===== src/rtl/pcm_port_pkg.sv =====
package pcm_port_pkg;

    localparam int WORD_W    = 20;
    localparam int I2S_W     = 18;
    localparam int LJ_W      = 20;
    localparam int I2S_FRAME = 64;
    localparam int LJ_FRAME  = 128;
    localparam int IDX_W     = $clog2(LJ_FRAME);
    localparam int POS_W     = $clog2(WORD_W);

    typedef logic [WORD_W-1:0] word_t;

    typedef enum logic {
        FMT_I2S = 1'b0,
        FMT_LJ  = 1'b1
    } fmt_e;

    typedef struct packed {
        logic             ch;      // 0 left, 1 right
        logic             active;  // carries a sample bit
        logic [POS_W-1:0] pos;     // bit index into the parallel word
        logic             lr;      // frame clock level
    } slot_t;

    function automatic logic [IDX_W-1:0] frame_last(fmt_e fmt);
        return (fmt == FMT_LJ) ? IDX_W'(LJ_FRAME - 1) : IDX_W'(I2S_FRAME - 1);
    endfunction

    function automatic slot_t slot_decode(logic [IDX_W-1:0] idx, fmt_e fmt);
        slot_t s;
        int    half;
        int    p;
        half = (fmt == FMT_LJ) ? LJ_FRAME / 2 : I2S_FRAME / 2;
        s.ch = (int'(idx) >= half);
        p    = int'(idx) - (s.ch ? half : 0);
        if (fmt == FMT_LJ) begin
            s.active = (p < LJ_W);
            s.pos    = POS_W'(WORD_W - 1 - p);
            s.lr     = ~s.ch;
        end else begin
            s.active = (p >= 1) && (p <= I2S_W);
            s.pos    = POS_W'(WORD_W - p);
            s.lr     = s.ch;
        end
        return s;
    endfunction

endpackage


===== src/rtl/pcm_bitclock.sv =====
module pcm_bitclock
    import pcm_port_pkg::*;
#(
    parameter int DIV_W = 8
) (
    input  logic             clk,
    input  logic             rst,
    input  fmt_e             fmt_req,
    input  logic [DIV_W-1:0] half_div,
    output logic             bclk,
    output logic [IDX_W-1:0] bit_idx,
    output fmt_e             fmt_q,
    output logic             rise_tick,
    output logic             frame_tick,
    output logic             frame_done
);

    logic [DIV_W-1:0] cnt;
    logic             tick;
    logic             fall_tick;

    assign tick       = (cnt >= half_div);
    assign rise_tick  = tick && !bclk;
    assign fall_tick  = tick && bclk;
    assign frame_tick = fall_tick && (bit_idx == frame_last(fmt_q));

    always_ff @(posedge clk) begin
        if (rst) begin
            cnt        <= '0;
            bclk       <= 1'b0;
            bit_idx    <= '0;
            fmt_q      <= fmt_req;
            frame_done <= 1'b0;
        end else begin
            frame_done <= frame_tick;
            if (tick) begin
                cnt  <= '0;
                bclk <= ~bclk;
            end else begin
                cnt <= cnt + 1'b1;
            end
            if (fall_tick) begin
                bit_idx <= frame_tick ? '0 : bit_idx + 1'b1;
                if (frame_tick) fmt_q <= fmt_req;
            end
        end
    end

    logic chk_ok;
    always_ff @(posedge clk) chk_ok <= !rst;

    // a boundary follows the last bit of the format in force
    a_r2_frame_len: assert property (@(posedge clk) disable iff (rst || !chk_ok)
        frame_done |-> ($fell(bclk) && $past(bit_idx) == frame_last($past(fmt_q))));

    // the format register moves only at a boundary
    a_r10_mode_at_boundary: assert property (@(posedge clk) disable iff (rst || !chk_ok)
        !$stable(fmt_q) |-> frame_done);

endmodule


===== src/rtl/pcm_tx_path.sv =====
module pcm_tx_path
    import pcm_port_pkg::*;
(
    input  logic  clk,
    input  logic  rst,
    input  word_t tx_left,
    input  word_t tx_right,
    input  logic  tx_load,
    input  logic  frame_tick,
    input  logic  frame_done,
    input  slot_t slot,
    output logic  sdo
);

    word_t hold [2];
    word_t pend [2];
    logic  pend_v;

    always_ff @(posedge clk) begin
        if (rst) begin
            hold[0] <= '0;
            hold[1] <= '0;
            pend[0] <= '0;
            pend[1] <= '0;
            pend_v  <= 1'b0;
        end else begin
            if (frame_tick && pend_v) begin
                hold[0] <= pend[0];
                hold[1] <= pend[1];
                pend_v  <= 1'b0;
            end
            if (tx_load) begin
                pend[0] <= tx_left;
                pend[1] <= tx_right;
                pend_v  <= 1'b1;
            end
        end
    end

    word_t cur_word;
    assign cur_word = hold[slot.ch];
    assign sdo      = slot.active ? cur_word[slot.pos] : 1'b0;

    logic chk_ok;
    always_ff @(posedge clk) chk_ok <= !rst;

    // the transmit pair is replaced only at a boundary
    a_r9_hold_at_boundary: assert property (@(posedge clk) disable iff (rst || !chk_ok)
        (!$stable(hold[0]) || !$stable(hold[1])) |-> frame_done);

    // with nothing pending the previous pair is repeated
    a_r9_repeat: assert property (@(posedge clk) disable iff (rst || !chk_ok)
        (frame_done && !$past(pend_v)) |-> ($stable(hold[0]) && $stable(hold[1])));

endmodule


===== src/rtl/pcm_rx_path.sv =====
module pcm_rx_path
    import pcm_port_pkg::*;
(
    input  logic  clk,
    input  logic  rst,
    input  logic  sdi,
    input  logic  bclk,
    input  logic  rise_tick,
    input  logic  frame_tick,
    input  logic  frame_done,
    input  slot_t slot,
    output word_t rx_word [2]
);

    word_t acc [2];
    logic  chk_ok;
    always_ff @(posedge clk) chk_ok <= !rst;

    for (genvar c = 0; c < 2; c++) begin : g_ch
        always_ff @(posedge clk) begin
            if (rst) begin
                acc[c]     <= '0;
                rx_word[c] <= '0;
            end else if (frame_tick) begin
                rx_word[c] <= acc[c];
                acc[c]     <= '0;
            end else if (rise_tick && slot.active && slot.ch == 1'(c)) begin
                acc[c][slot.pos] <= sdi;
            end
        end

        // capture state moves only with a rising bit clock or a boundary clear
        a_r4_capture_on_rise: assert property (@(posedge clk) disable iff (rst || !chk_ok)
            !$stable(acc[c]) |-> ($rose(bclk) || frame_done));
    end

endmodule


===== src/rtl/pcm_master_port.sv =====
module pcm_master_port
    import pcm_port_pkg::*;
#(
    parameter int DIV_W = 8
) (
    input  logic             clk,
    input  logic             rst,
    input  logic             lj_mode,
    input  logic [DIV_W-1:0] half_div,
    input  logic [19:0]      tx_left,
    input  logic [19:0]      tx_right,
    input  logic             tx_load,
    output logic [19:0]      rx_left,
    output logic [19:0]      rx_right,
    output logic             frame_done,
    output logic             bclk,
    output logic             lrclk,
    output logic             sdo,
    input  logic             sdi
);

    logic [IDX_W-1:0] bit_idx;
    fmt_e             fmt_q;
    logic             rise_tick;
    logic             frame_tick;
    slot_t            slot;
    word_t            rx_word [2];

    pcm_bitclock #(.DIV_W(DIV_W)) u_clk (
        .clk        (clk),
        .rst        (rst),
        .fmt_req    (fmt_e'(lj_mode)),
        .half_div   (half_div),
        .bclk       (bclk),
        .bit_idx    (bit_idx),
        .fmt_q      (fmt_q),
        .rise_tick  (rise_tick),
        .frame_tick (frame_tick),
        .frame_done (frame_done)
    );

    assign slot  = slot_decode(bit_idx, fmt_q);
    assign lrclk = slot.lr;

    pcm_tx_path u_tx (
        .clk        (clk),
        .rst        (rst),
        .tx_left    (tx_left),
        .tx_right   (tx_right),
        .tx_load    (tx_load),
        .frame_tick (frame_tick),
        .frame_done (frame_done),
        .slot       (slot),
        .sdo        (sdo)
    );

    pcm_rx_path u_rx (
        .clk        (clk),
        .rst        (rst),
        .sdi        (sdi),
        .bclk       (bclk),
        .rise_tick  (rise_tick),
        .frame_tick (frame_tick),
        .frame_done (frame_done),
        .slot       (slot),
        .rx_word    (rx_word)
    );

    assign rx_left  = rx_word[0];
    assign rx_right = rx_word[1];

    logic chk_ok;
    always_ff @(posedge clk) chk_ok <= !rst;

    // frame clock moves only with a falling bit clock
    a_r3_lrclk_on_fall: assert property (@(posedge clk) disable iff (rst || !chk_ok)
        !$stable(lrclk) |-> $fell(bclk));

    // serial output moves only with a falling bit clock
    a_r3_sdo_on_fall: assert property (@(posedge clk) disable iff (rst || !chk_ok)
        !$stable(sdo) |-> $fell(bclk));

endmodule


===== config.mk =====
export PLATFORM = sky130hd
export DESIGN_NAME = pcm_master_port
export DESIGN_NICKNAME = d
export VERILOG_FILES = /design/src/rtl/pcm_port_pkg.sv /design/src/rtl/pcm_bitclock.sv /design/src/rtl/pcm_tx_path.sv /design/src/rtl/pcm_rx_path.sv /design/src/rtl/pcm_master_port.sv
export SDC_FILE = /design/constraint.sdc
export NUM_CORES = 1
export LEC_CHECK = 0
export ABC_CLOCK_PERIOD_IN_PS = 4700
export CORE_MARGIN = 2
export CORE_UTILIZATION = 50
export CTS_CLUSTER_DIAMETER = 120
export DETAILED_ROUTE_END_ITERATION = 16
export DONT_BUFFER_PORTS = 1
export PLACE_DENSITY = 0.76
export SYNTH_ARGS = -nofsm -noshare
export SYNTH_HDL_FRONTEND = slang
export SYNTH_HIERARCHICAL = 1
export SYNTH_SLANG_ARGS = --single-unit

===== constraint.sdc =====
create_clock -name clk -period 4.7 [get_ports clk]
set_clock_uncertainty 0.1 [all_clocks]
set_input_delay 0.47 -clock clk [delete_from_list [all_inputs] [get_ports clk]]
set_output_delay 0.47 -clock clk [all_outputs]
set_load 0.1 [all_outputs]

==> flow_summary_export.csv <==
group,metric,value,unit
layout,final_cell_mix,"edfxtp_1 (121), nor2_1 (103), and2_1 (80)",
worst_setup_path,cp_common_cell,"ha_1",
worst_setup_path,regToRegSetupSlack,0.42,ns
detailed_routing,post_drt_wl_per_cell,15.68,µm
detailed_routing,firstDrtPassIters,7,
power_and_ir_drop,leakage,3.067,nW
detailed_routing,via_count,4713,
yosys,syn_area,8003,µm²
global_routing,grt_use_total,17.19,%
worst_setup_path,cp_cell_sequence,"inv_1 -> ha_1 -> nand3b_1 -> o31ai_1 -> a21o_1 -> ha_1 -> ha_1 -> fa_1 -> nand2_1 -> o31a_1 -> a311oi_2 -> nand4b_1 -> o22ai_2 -> buf_12",
power_and_ir_drop,combPwrFrac,5.4,%
yosys,ys_seq_elements,179,
floorplanning,die_w,130.5,µm
yosys,postSynthCellCount,670,
power_and_ir_drop,p_clk_share,39.7,%
timing,relSlewSlack,29.71,%
worst_setup_path,required,4.13,ns
layout,fin_cells,888,
yosys,syn_nets,745,
power_and_ir_drop,pwr_density_cell,367.8,nW/µm²
detailed_routing,remaining_drc_errors,0,
timing,setup_tns,0,ns
worst_setup_path,worstPathMaxFanout,10,
worst_setup_path,reg2reg_from,"u_clk/bit_idx[2]",
clock_network,htreeDepth,4,
clock_network,path_clk_slew,0.06,ns
hold_path,whs_path_depth,1,
global_routing,grt_pass1_vias,4743,
hold_path,hold-path-endpoint,"u_clk/bit_idx[2]",
layout,area_delta_synth_final,8.959,%
clock_network,cts_tree,"built",
place,place_inst,855,
worst_setup_path,startpoint_type,"flop",
power_and_ir_drop,vdd_ir_drop_max,0.0002383,V
yosys,synth_cell_type_count,56,
timing,rsz0062_at_grt,"false",
floorplanning,ios,97,
timing,clock.fmax,0.2295,GHz
detailed_routing,antenna_left,0,
yosys,synth_warnings,6,
hold_path,min_from,"rst",
timing,worst_slew_pin_slew,1.047,ns
worst_setup_path,rr_endpoint,"u_rx/acc[1][11]",
floorplanning,die-area,17030,µm²
worst_setup_path,slowest_stage,"fa_1",
run_status,status,"completed",
power_and_ir_drop,finalPower,3.207,mW
timing,post-route-period-util,92.69,%
yosys,syn_avg_cell_area,11.94,µm²
worst_setup_path,critical-path-top-delay-family,"adder cells",
layout,final_nets,734,
global_routing,grt_max_degree,61,
floorplanning,start_util,50.75,%
global_routing,overflow,0,
yosys,synthArstFlopShare,0,%
worst_setup_path,worst-path-buf-inv,2,
clock_network,clockRootBuffer,"clkbuf_16",
detailed_routing,drtIter0Drc,261,
worst_setup_path,path_class,"reg -> out",
detailed_routing,wirelength,13920,µm
power_and_ir_drop,switchingPower,0.7147,mW
power_and_ir_drop,switching_share,22.28,%
run,maxCapViolations,0,
worst_setup_path,critical_path.endpoint_type,"output port",
place,port_buffers,0,
layout,diodes,0,
detailed_routing,avgViaCountPerCell,5.307,
hold_path,hp-class,"in -> reg",
layout,final_common_cell,"edfxtp_1",
timing,timing.final.hold_violations,0,
yosys,synth-edff-count,121,
floorplanning,rows,46,
clock_network,clkLatencyLatePin,0.42,ns
power_and_ir_drop,internal_power,2.493,mW
clock_network,cts_buffers,17,
place,dp_hpwl,9627,µm
power_and_ir_drop,power_frac_seq,54.9,%
place,gp_congestion,0.8237,
floorplanning,core,15770,µm²
yosys,synthFlopType,"edfxtp_1",
worst_setup_path,worstPathArrival,3.79,ns
clock_network,clockBufferDepth,2,
worst_setup_path,cp_slowest_stage_delay,0.49,ns
yosys,seq_area_frac_synth,59.91,%
global_routing,grt_pass1_wl,22780,µm
timing,slew_violations,0,
global_routing,antenna_found_initial,0,
layout,layout-drive-gt1-share,9.375,%
worst_setup_path,reg2regPathDepth,14,
clock_network,cts_sinks,179,
timing,setup_viol,0,
timing,fin_crit,4.356,ns
floorplanning,die_height,130.5,µm
[registers in the layout, indices dropped and copies added, names as in the netlist]
register	count
u_clk/cnt	8
u_clk/frame_done	1
u_rx/rx_word	40
u_clk/bclk	1
u_rx/acc	40
u_tx/pend_v	1
u_clk/fmt_q	1
u_tx/pend	40
u_clk/bit_idx	7
u_tx/hold	40
[layout make-up]
cell class                      instances  area [µm²]
Tap cell                              216       270.3
Sequential cell                       179        4795
Fill cell                            1260        7051
Inverter                               22       82.58
Clock inverter                         14       105.1
Clock buffer                           18       429.2
Timing Repair Buffer                   11       97.59
Multi-Input combinational cell        428        2940
[kinds of logic after synthesis]
group / share of synthesized area (%)
fa+ha+maj: 3.533
buf+inv: 3.659
simple gates: 16.96
xor+xnor: 1.204
flops: 59.91
compound gates: 5.879
mux: 8.849
[per-stage QoR]
stage               setup slack, ns  hold WS [ns]  cell area, µm²  util [%]
global route               0.006714      0.003545            8720     55.29
global placement             0.6389        0.3657            8169     51.80
floorplan                    0.4016        0.3489            8009         -
detailed placement           0.4251        0.3744            8169     51.80
CTS                          0.2256      0.002658            8703     55.19
finish                       0.3435       0.02960            8720     55.29
[timing repair]
item / CTS / global route
endpoints found under the hold margin: 0 / 1
endpoints found under the setup margin: 0 / 7
hold buffers: 0 / 1
buffers inserted: 0 / 0
resized for setup: 0 / 1
[power groups by stage]
stage                     clock [mW]  combinational [mW]  sequential [mW]
after floorplan                    0               0.150             1.79
after global placement             0               0.165             1.79
after detailed placement           0               0.171             1.80
after CTS                       1.30               0.172             1.76
after global routing            1.38               0.192             1.77
final                           1.27               0.173             1.76
[routing by layer]
| metal | GRT usage, % | vias to the layer above | wire length (µm) | share of wire [%] |
|---|---|---|---|---|
| met5 | 0 | - | 0 | 0 |
| met4 | 6.946 | 0 | 256 | 1.8 |
| met3 | 4.845 | 18 | 672 | 4.8 |
| met2 | 28.92 | 128 | 7151 | 51 |
| met1 | 21.03 | 2244 | 5842 | 42 |
| li1 | - | 2323 | - | - |
[how the worst max path moves through the flow]
stage / end / start / cells past startpoint
after floorplan: sdo / u_clk/fmt_q / 14
after global placement: u_rx/acc[1][8] / u_clk/bit_idx[2] / 14
after detailed placement: u_rx/acc[0][5] / u_clk/bit_idx[2] / 14
after CTS: sdo / u_clk/bit_idx[2] / 14
after global routing: sdo / u_clk/bit_idx[2] / 14
final: sdo / u_clk/bit_idx[2] / 14
[cell usage after synthesis, types with 7 or more instances]
library cell	number	area (µm²)
buf_2	12	60.06
xor2_1	7	61.31
o21ai_0	46	230.2
a21oi_1	7	35.03
nand2_1	26	97.59
ha_1	21	262.8
clkbuf_1	20	75.07
mux2i_1	46	460.4
nand3_1	13	65.06
and2_1	80	500.5
nor2_1	103	386.6
edfxtp_1	121	3633
dfxtp_1	58	1161
inv_1	22	82.58
Power figures use the tool's default switching activity.
